==> src/rtl/ilv_pingpong.sv <==
module ilv_pingpong #(
  parameter int DW    = 8,
  parameter int DEPTH = 48,
  parameter int AW    = $clog2(DEPTH)
) (
  input  logic          clk,
  input  logic          rst_n,
  input  logic          in_valid,
  input  logic [DW-1:0] in_data,
  input  logic [AW-1:0] wr_addr,
  input  logic [AW-1:0] rd_addr,
  input  logic          blk_done,
  output logic          out_valid,
  output logic [DW-1:0] out_data
);

  logic [DW-1:0] bank_a [DEPTH];
  logic [DW-1:0] bank_b [DEPTH];

  logic          sel;
  logic          primed;
  logic [AW-1:0] addr_a, addr_b;
  logic          we_a, we_b;
  logic          rd_en;
  logic [DW-1:0] rd_word;

  // sel = 0: bank_a is read, bank_b is written
  assign addr_a  = sel ? wr_addr : rd_addr;
  assign addr_b  = sel ? rd_addr : wr_addr;
  assign we_a    = in_valid &  sel;
  assign we_b    = in_valid & ~sel;
  assign rd_en   = in_valid & primed;
  assign rd_word = sel ? bank_b[addr_b] : bank_a[addr_a];

  always_ff @(posedge clk) begin
    if (we_a) bank_a[addr_a] <= in_data;
    if (we_b) bank_b[addr_b] <= in_data;
  end

  always_ff @(posedge clk or negedge rst_n) begin
    if (!rst_n) begin
      sel       <= 1'b0;
      primed    <= 1'b0;
      out_valid <= 1'b0;
      out_data  <= '0;
    end else begin
      out_valid <= rd_en;
      if (rd_en) out_data <= rd_word;
      if (in_valid && blk_done) begin
        sel    <= ~sel;
        primed <= 1'b1;
      end
    end
  end

endmodule


==> config.mk <==
export PLATFORM = sky130hd
export DESIGN_NAME = ilv_pingpong
export DESIGN_NICKNAME = d
export VERILOG_FILES = /design/src/rtl/ilv_pingpong.sv
export SDC_FILE = /design/constraint.sdc
export NUM_CORES = 1
export LEC_CHECK = 0
export ABC_AREA = 1
export BUFFER_PORTS_ARGS = -buffer_cell sky130_fd_sc_hd__buf_2
export CAP_MARGIN = 30
export CORE_ASPECT_RATIO = 1.75
export CORE_MARGIN = 4
export CORE_UTILIZATION = 45
export DETAILED_ROUTE_END_ITERATION = 6
export GPL_ROUTABILITY_DRIVEN = 0
export SLEW_MARGIN = 10
export SYNTH_ARGS = -nofsm -noshare
export SYNTH_HDL_FRONTEND = slang
export SYNTH_SLANG_ARGS = --single-unit
export TNS_END_PERCENT = 5
==> constraint.sdc <==
create_clock -name clk -period 2.66 [get_ports clk]
set_input_delay 0.798 -clock clk [delete_from_list [all_inputs] [get_ports clk]]
set_output_delay 0.798 -clock clk [all_outputs]
set_load 0.02 [all_outputs]
# Yosys cells after proc, flatten, opt, wreduce, memory -nomap -nowiden

Memory sizes are Yosys's and may differ from the RTL's.
Index checks and enable logic that the tools add are counted.

Muxes and demuxes: 7
Bitwise logic cells: 4
Reduce and logical (&&, ||, !) cells: 1

Operators with widths:

| operator          | count |
|---|---|
| 2-to-1 mux 6 bit  | 2 |
| 2-to-1 mux 8 bit  | 1 |
| 2-to-1 mux 1 bit  | 4 |
| bitwise AND 1 bit | 3 |
| logical AND 1 bit | 1 |
| NOT 1 bit         | 1 |

Register bits: 11
RAM bits: 768
Input bits: 24
Output and inout bits: 9
Word-level logic and storage cells: 18
Memories kept: 2

Memories:

| name   | words | bits a word | rd ports | clocked after memory_dff | wr ports | line | RTL |
|---|---|---|---|---|---|---|---|
| bank_a | 48    | 8           | 1        | 0                        | 1        | 17   | `logic [DW-1:0] bank_a [DEPTH];` |
| bank_b | 48    | 8           | 1        | 0                        | 1        | 18   | `logic [DW-1:0] bank_b [DEPTH];` |

# Longest topological paths before layout

Depth in word-level cells: 4
Depth in mapped cells: 17

# Least setup slack after synthesis

No wires, ideal clock.

Kind: input port to flip-flop
Start point: input port wr_addr[2]
End point: memory bank_b[36][0] (enable)
Setup time: 0.383 ns
Arrival time: 2.270 ns
Path slack: 0.006 ns
Stages: 10
Buffers on the path: 2
Cell sequence: inv_1 nand2_1 nand2_1 buf_4 nor2_4 buf_2 inv_1 nor2_1 inv_1 nor3_1

Cells in the longest elaborated chain, start to end: 1

RTL lines:

| item             | line | RTL |
|---|---|---|
| from (decl)      | 10   | `input logic [AW-1:0] wr_addr,` |
| 2-to-1 mux 6 bit | 29   | `assign addr_b = sel ? rd_addr : wr_addr;` |
| to (decl)        | 18   |  |

No other way between the ends.

# Worst setup path in the final report

Start point: register sel
End point: register out_data[0]

Cells in the longest elaborated chain, start to end: 3
Elaborated cells between the ends (all ways): 5
Classes of those cells: 3 x mux; 2 x memory

RTL lines:

| item                                          | line   | RTL |
|---|---|---|
| from (decl)                                   | 20     | `logic sel;` |
| from (signal assigned)                        | 50     | `sel <= ~sel;` |
| 2-to-1 mux 6 bit, on equally long branches    | 28, 29 |  |
| memory (48 x 8 bit), on equally long branches | n/a    |  |
| 2-to-1 mux 8 bit *                            | 33     | `assign rd_word = sel ? bank_b[addr_b] : bank_a[addr_a];` |
| to (signal assigned)                          | 48     | `if (rd_en) out_data <= rd_word;` |
| to (decl)                                     | 14     | `output logic [DW-1:0] out_data` |

Every way passes the cells marked *; elsewhere a longest branch is shown, timed or not.
A chain may end at the register's enable or synchronous reset.

==> flow_summary.html <==
<table>
<tr><th>Metric</th><th>Value</th></tr>
<tr><th colspan="2">Power</th></tr>
<tr><td>Switching power</td><td>13.1 mW</td></tr>
<tr><td>Comb power frac</td><td>34.9%</td></tr>
<tr><td>Clock power share</td><td>about 28%</td></tr>
<tr><td>Net switching share of the total power</td><td>35.4%</td></tr>
<tr><td>Total power divided by cell area</td><td>940 nW/µm²</td></tr>
<tr><td>Leakage dissipation</td><td>approximately 16 nW</td></tr>
<tr><td>Sequential fraction of design power</td><td>a little under two fifths</td></tr>
<tr><td>Internal power contribution</td><td>about 24 mW</td></tr>
<tr><td>Maximum vdd ir drop</td><td>0.676 mV</td></tr>
<tr><th colspan="2">Critical path</th></tr>
<tr><td>Buffering stage count on the worst path with inverters included</td><td>3</td></tr>
<tr><td>End of the critical path</td><td>out_data[0]</td></tr>
<tr><td>Source of the worst register-to-register timing path</td><td>sel</td></tr>
<tr><td>Source of the critical timing path</td><td>sel</td></tr>
<tr><td>Top fanout value on the critical path</td><td>16</td></tr>
<tr><td>Cells on worst reg2reg path</td><td>14</td></tr>
<tr><td>WP depth</td><td>14</td></tr>
<tr><td>Max incr delay on CP</td><td>approximately 0.5 ns</td></tr>
<tr><td>Crit. End Element</td><td>register</td></tr>
<tr><td>Library cell contributing the largest single delay on the critical path</td><td>dfrtp_2</td></tr>
<tr><td>Worst setup path category</td><td>reg2reg</td></tr>
<tr><td>Crit path max-delay family</td><td>simple AND/OR/NAND/NOR gates</td></tr>
<tr><td>Arrival @ worst endpoint</td><td>roughly 3.1 ns</td></tr>
<tr><td>Required time at the worst-slack endpoint</td><td>about 3.2 ns</td></tr>
<tr><td>Sort of element at the start of the critical path</td><td>register</td></tr>
<tr><td>Worst R2R Setup Slack</td><td>0.05 ns</td></tr>
<tr><td>End of the worst register-to-register path</td><td>out_data[0]</td></tr>
<tr><td>Most common cell on crit path</td><td>nand2_1</td></tr>
<tr><td>Cell chain of the critical path</td><td>buf_12 &gt; nand2_1 &gt; nand2_1 &gt; nor2_1 &gt; buf_4 &gt; buf_4 &gt; nand3_1 &gt; nand2_1 &gt; o21ai_2 &gt; nand2_1 &gt; nor2_4 &gt; nand3_2 &gt; nand3_1 &gt; nand2_1</td></tr>
<tr><th colspan="2">CTS</th></tr>
<tr><td>Skew-Pair Late Insertion Delay</td><td>roughly 0.62 ns</td></tr>
<tr><td>Clk pin slew, worst setup/hold paths</td><td>~0.07 ns</td></tr>
<tr><td>Number of clock buffers inserted by TritonCTS</td><td>71</td></tr>
<tr><td>H-tree depth</td><td>3</td></tr>
<tr><td>Buffer levels on the longest clock path</td><td>3</td></tr>
<tr><td>Buffer type at the clock tree root</td><td>clkbuf_16</td></tr>
<tr><td>Number of sinks driven by the clock tree</td><td>~780</td></tr>
<tr><td>TritonCTS clock tree</td><td>done</td></tr>
<tr><th colspan="2">Place</th></tr>
<tr><td>Placed Area</td><td>about 37000 µm²</td></tr>
<tr><td>Post-placement worst setup slack</td><td>-0.554 ns</td></tr>
<tr><td>Post-detailed-placement half-perimeter wirelength</td><td>about 64000 µm</td></tr>
<tr><td>IO buf count</td><td>32</td></tr>
<tr><th colspan="2">Global route</th></tr>
<tr><td>Number of antenna violations at the first check in global routing</td><td>0</td></tr>
<tr><td>Wire length of the first global-routing pass</td><td>around 140000 µm</td></tr>
<tr><td>Gr ovfl total</td><td>0</td></tr>
<tr><td>Largest net degree at the start of global routing</td><td>62</td></tr>
<tr><td>Vias in the first global route</td><td>23486</td></tr>
<tr><td>Total track usage</td><td>roughly a quarter</td></tr>
<tr><th colspan="2">Timing</th></tr>
<tr><td>Total count of max-transition violations in the final report</td><td>0</td></tr>
<tr><td>Setup repair after global routing missed its margin</td><td>yes</td></tr>
<tr><td>Final total negative setup slack</td><td>0 ns</td></tr>
<tr><td>Period utilization</td><td>a little over nine tenths</td></tr>
<tr><td>Maximum frequency from static timing analysis</td><td>between 300 and 400 MHz</td></tr>
<tr><td>Final hold vios</td><td>0</td></tr>
<tr><td>Endpoints failing setup</td><td>0</td></tr>
<tr><td>Clk_skew</td><td>0.0247 ns</td></tr>
<tr><td>Hold WS</td><td>about 0.080 ns</td></tr>
<tr><td>Clock period minus final worst setup slack</td><td>~2.6 ns</td></tr>
<tr><td>Worst slew margin relative to its limit</td><td>61.5%</td></tr>
<tr><td>Worst-Margin Slew</td><td>~0.58 ns</td></tr>
<tr><td>Setup WS post-layout</td><td>approximately 0.048 ns</td></tr>
<tr><th colspan="2">Die</th></tr>
<tr><td>Area of the core</td><td>around 73000 µm²</td></tr>
<tr><td>Row cnt</td><td>131</td></tr>
<tr><td>Top-level port count</td><td>33</td></tr>
<tr><td>Die Y-Extent</td><td>368 µm</td></tr>
<tr><td>Initial core utilization</td><td>45.6%</td></tr>
<tr><td>Die outline area</td><td>approximately 80000 µm²</td></tr>
<tr><td>Width of the die</td><td>between 200 and 250 µm</td></tr>
<tr><th colspan="2">Yosys</th></tr>
<tr><td>Primary flip-flop cell chosen by synthesis mapping</td><td>edfxtp_1</td></tr>
<tr><td>Area share of the largest cell type after synthesis</td><td>69.2%</td></tr>
<tr><td>Synth Area per Inst</td><td>approximately 10 µm²</td></tr>
<tr><td>Number of standard cells after synthesis</td><td>3199</td></tr>
<tr><td>Share of synthesized flip-flops with an asynchronous set or reset</td><td>under 10%</td></tr>
<tr><td>Cell type with the highest aggregate area in the netlist</td><td>edfxtp_1</td></tr>
<tr><td>Number of warning messages in the yosys log</td><td>0</td></tr>
<tr><td>Sequential-to-total area share from yosys stat</td><td>between 70% and 80%</td></tr>
<tr><td>Number of different library cells in the post-synthesis netlist</td><td>26</td></tr>
<tr><td>Count of state elements after synthesis</td><td>779</td></tr>
<tr><td>Synth top area cells</td><td>edfxtp_1 (69%), nand2_1 (14%), inv_1 (3.9%)</td></tr>
<tr><td>Syn nets</td><td>roughly 3200</td></tr>
<tr><td>Count of flip-flops with a built-in enable after synthesis</td><td>around 770</td></tr>
<tr><td>Post-synth design cell area</td><td>33300 µm²</td></tr>
<tr><th colspan="2">Drt</th></tr>
<tr><td>Routed via count</td><td>between 20000 and 25000</td></tr>
<tr><td>Antenna violation net count after detailed routing</td><td>0</td></tr>
<tr><td>Routed wire length</td><td>between 90000 and 100000 µm</td></tr>
<tr><td>Number of DRC markers after the initial detailed-route iteration</td><td>1735</td></tr>
<tr><td>First drt pass iteration count</td><td>7</td></tr>
<tr><td>WL/cell</td><td>a little over 20 µm</td></tr>
<tr><td>Ratio of routed vias to standard cells</td><td>approximately 5.2</td></tr>
<tr><td>DR DRC count</td><td>0</td></tr>
<tr><th colspan="2">Status</th></tr>
<tr><td>Status</td><td>complete, no violations</td></tr>
<tr><th colspan="2">Finish</th></tr>
<tr><td>Leading cell types in the layout, fill and taps excluded</td><td>nand2_1 (1229), edfxtp_1 (768), inv_1 (349)</td></tr>
<tr><td>Most common cell after layout, fill and taps aside</td><td>nand2_1</td></tr>
<tr><td>ANT cells</td><td>0</td></tr>
<tr><td>Post-route standard cell area excluding fillers</td><td>about 39000 µm²</td></tr>
<tr><td>Ratio of cells with drive above 1 in the final layout</td><td>between 10 and 15%</td></tr>
<tr><td>Net count of the finished layout</td><td>around 3500</td></tr>
<tr><td>Filler Cell Count</td><td>6356</td></tr>
<tr><td>Area added between synthesis and finish</td><td>18.3%</td></tr>
<tr><td>Post-route core utilization</td><td>53.9%</td></tr>
<tr><th colspan="2">Run</th></tr>
<tr><td>Number of max-capacitance violations reported</td><td>0</td></tr>
<tr><th colspan="2">Hold path</th></tr>
<tr><td>Hold Path Class</td><td>in2async</td></tr>
</table>
-- per-stage QoR --
step | instances | power (mW)
floorplan | 3199 | 20.9
global placement | 4328 | 26.4
detailed placement | 4328 | 26.5
CTS | 4451 | 36.9
global route | 4457 | 38.8
finish | 4457 | 37.1
-- per-layer routing --
| metal | share of wire (%) | vias up | GRT usage (%) |
|---|---|---|---|
| li1 | - | 11015 | - |
| met3 | 4.8 | 263 | 2.89 |
| met2 | 54 | 792 | 43.1 |
| met5 | 0 | - | 0 |
| met1 | 35 | 11118 | 26.1 |
| met4 | 6.2 | 0 | 12.6 |
-- sequential cells by signal, summed over array words and instances (netlist names) --
| signal | count |
|---|---|
| bank_a | 384 |
| bank_b | 384 |
| out_data | 8 |
| out_valid | 1 |
| primed | 1 |
| sel | 1 |
-- area by class of cell --
cell class | instances | area, µm² | share of cell area, %
timing repair buffer | 339 | 3110 | 7.90
inverter | 357 | 1350 | 3.41
tap | 931 | 1160 | 2.95
clock buffer | 81 | 1890 | 4.79
multi-input combinational | 1929 | 8170 | 20.7
clock inverter | 41 | 404 | 1.03
sequential | 779 | 23300 | 59.2
-- kinds of logic after synthesis --
family          count (synthesis)  synth area share [%]
compound gates                163                  3.07
xor+xnor                        1                0.0263
buf+inv                       492                  5.96
flops                         779                  70.0
simple gates                 1764                  20.9
-- synth_stat cells (all sizes together), types with 3 or more instances --
| cell type | count |
|---|---|
| a21oi | 15 |
| buf | 93 |
| clkbuf | 42 |
| dfrtp | 11 |
| edfxtp | 768 |
| inv | 355 |
| nand2 | 1246 |
| nand3 | 201 |
| nand4 | 7 |
| nor2 | 298 |
| nor3 | 9 |
| o211ai | 78 |
| o21ai | 70 |
| or2 | 3 |
-- worst min-delay path by stage --
stage | to | start | cells past startpoint
global placement | primed | primed | 2
floorplan | primed | primed | 2
detailed placement | out_data[2] | out_data[2] | 2
finish | out_data[1] | rst_n | 1
CTS | out_data[1] | rst_n | 1
global route | out_data[1] | rst_n | 1
-- power by group through the flow --
stage,clock (mW),sequential (mW),combinational [mW]
finish,10.3,13.9,12.9
floorplan,0,14.2,6.76
CTS,10.4,13.9,12.6
detailed placement,0,14.1,12.4
global placement,0,14.1,12.3
global route,10.9,13.9,14.0
-- what timing repair did --
action	in CTS	in global routing
endpoints found under the setup margin	6	8
hold buffers	0	0
buffers inserted	0	3
hold endpoints to repair	0	0
cloned	1	3
gates resized for setup	19	21
pin swaps	0	1
No activity file was read; power rests on OpenSTA's default activity.
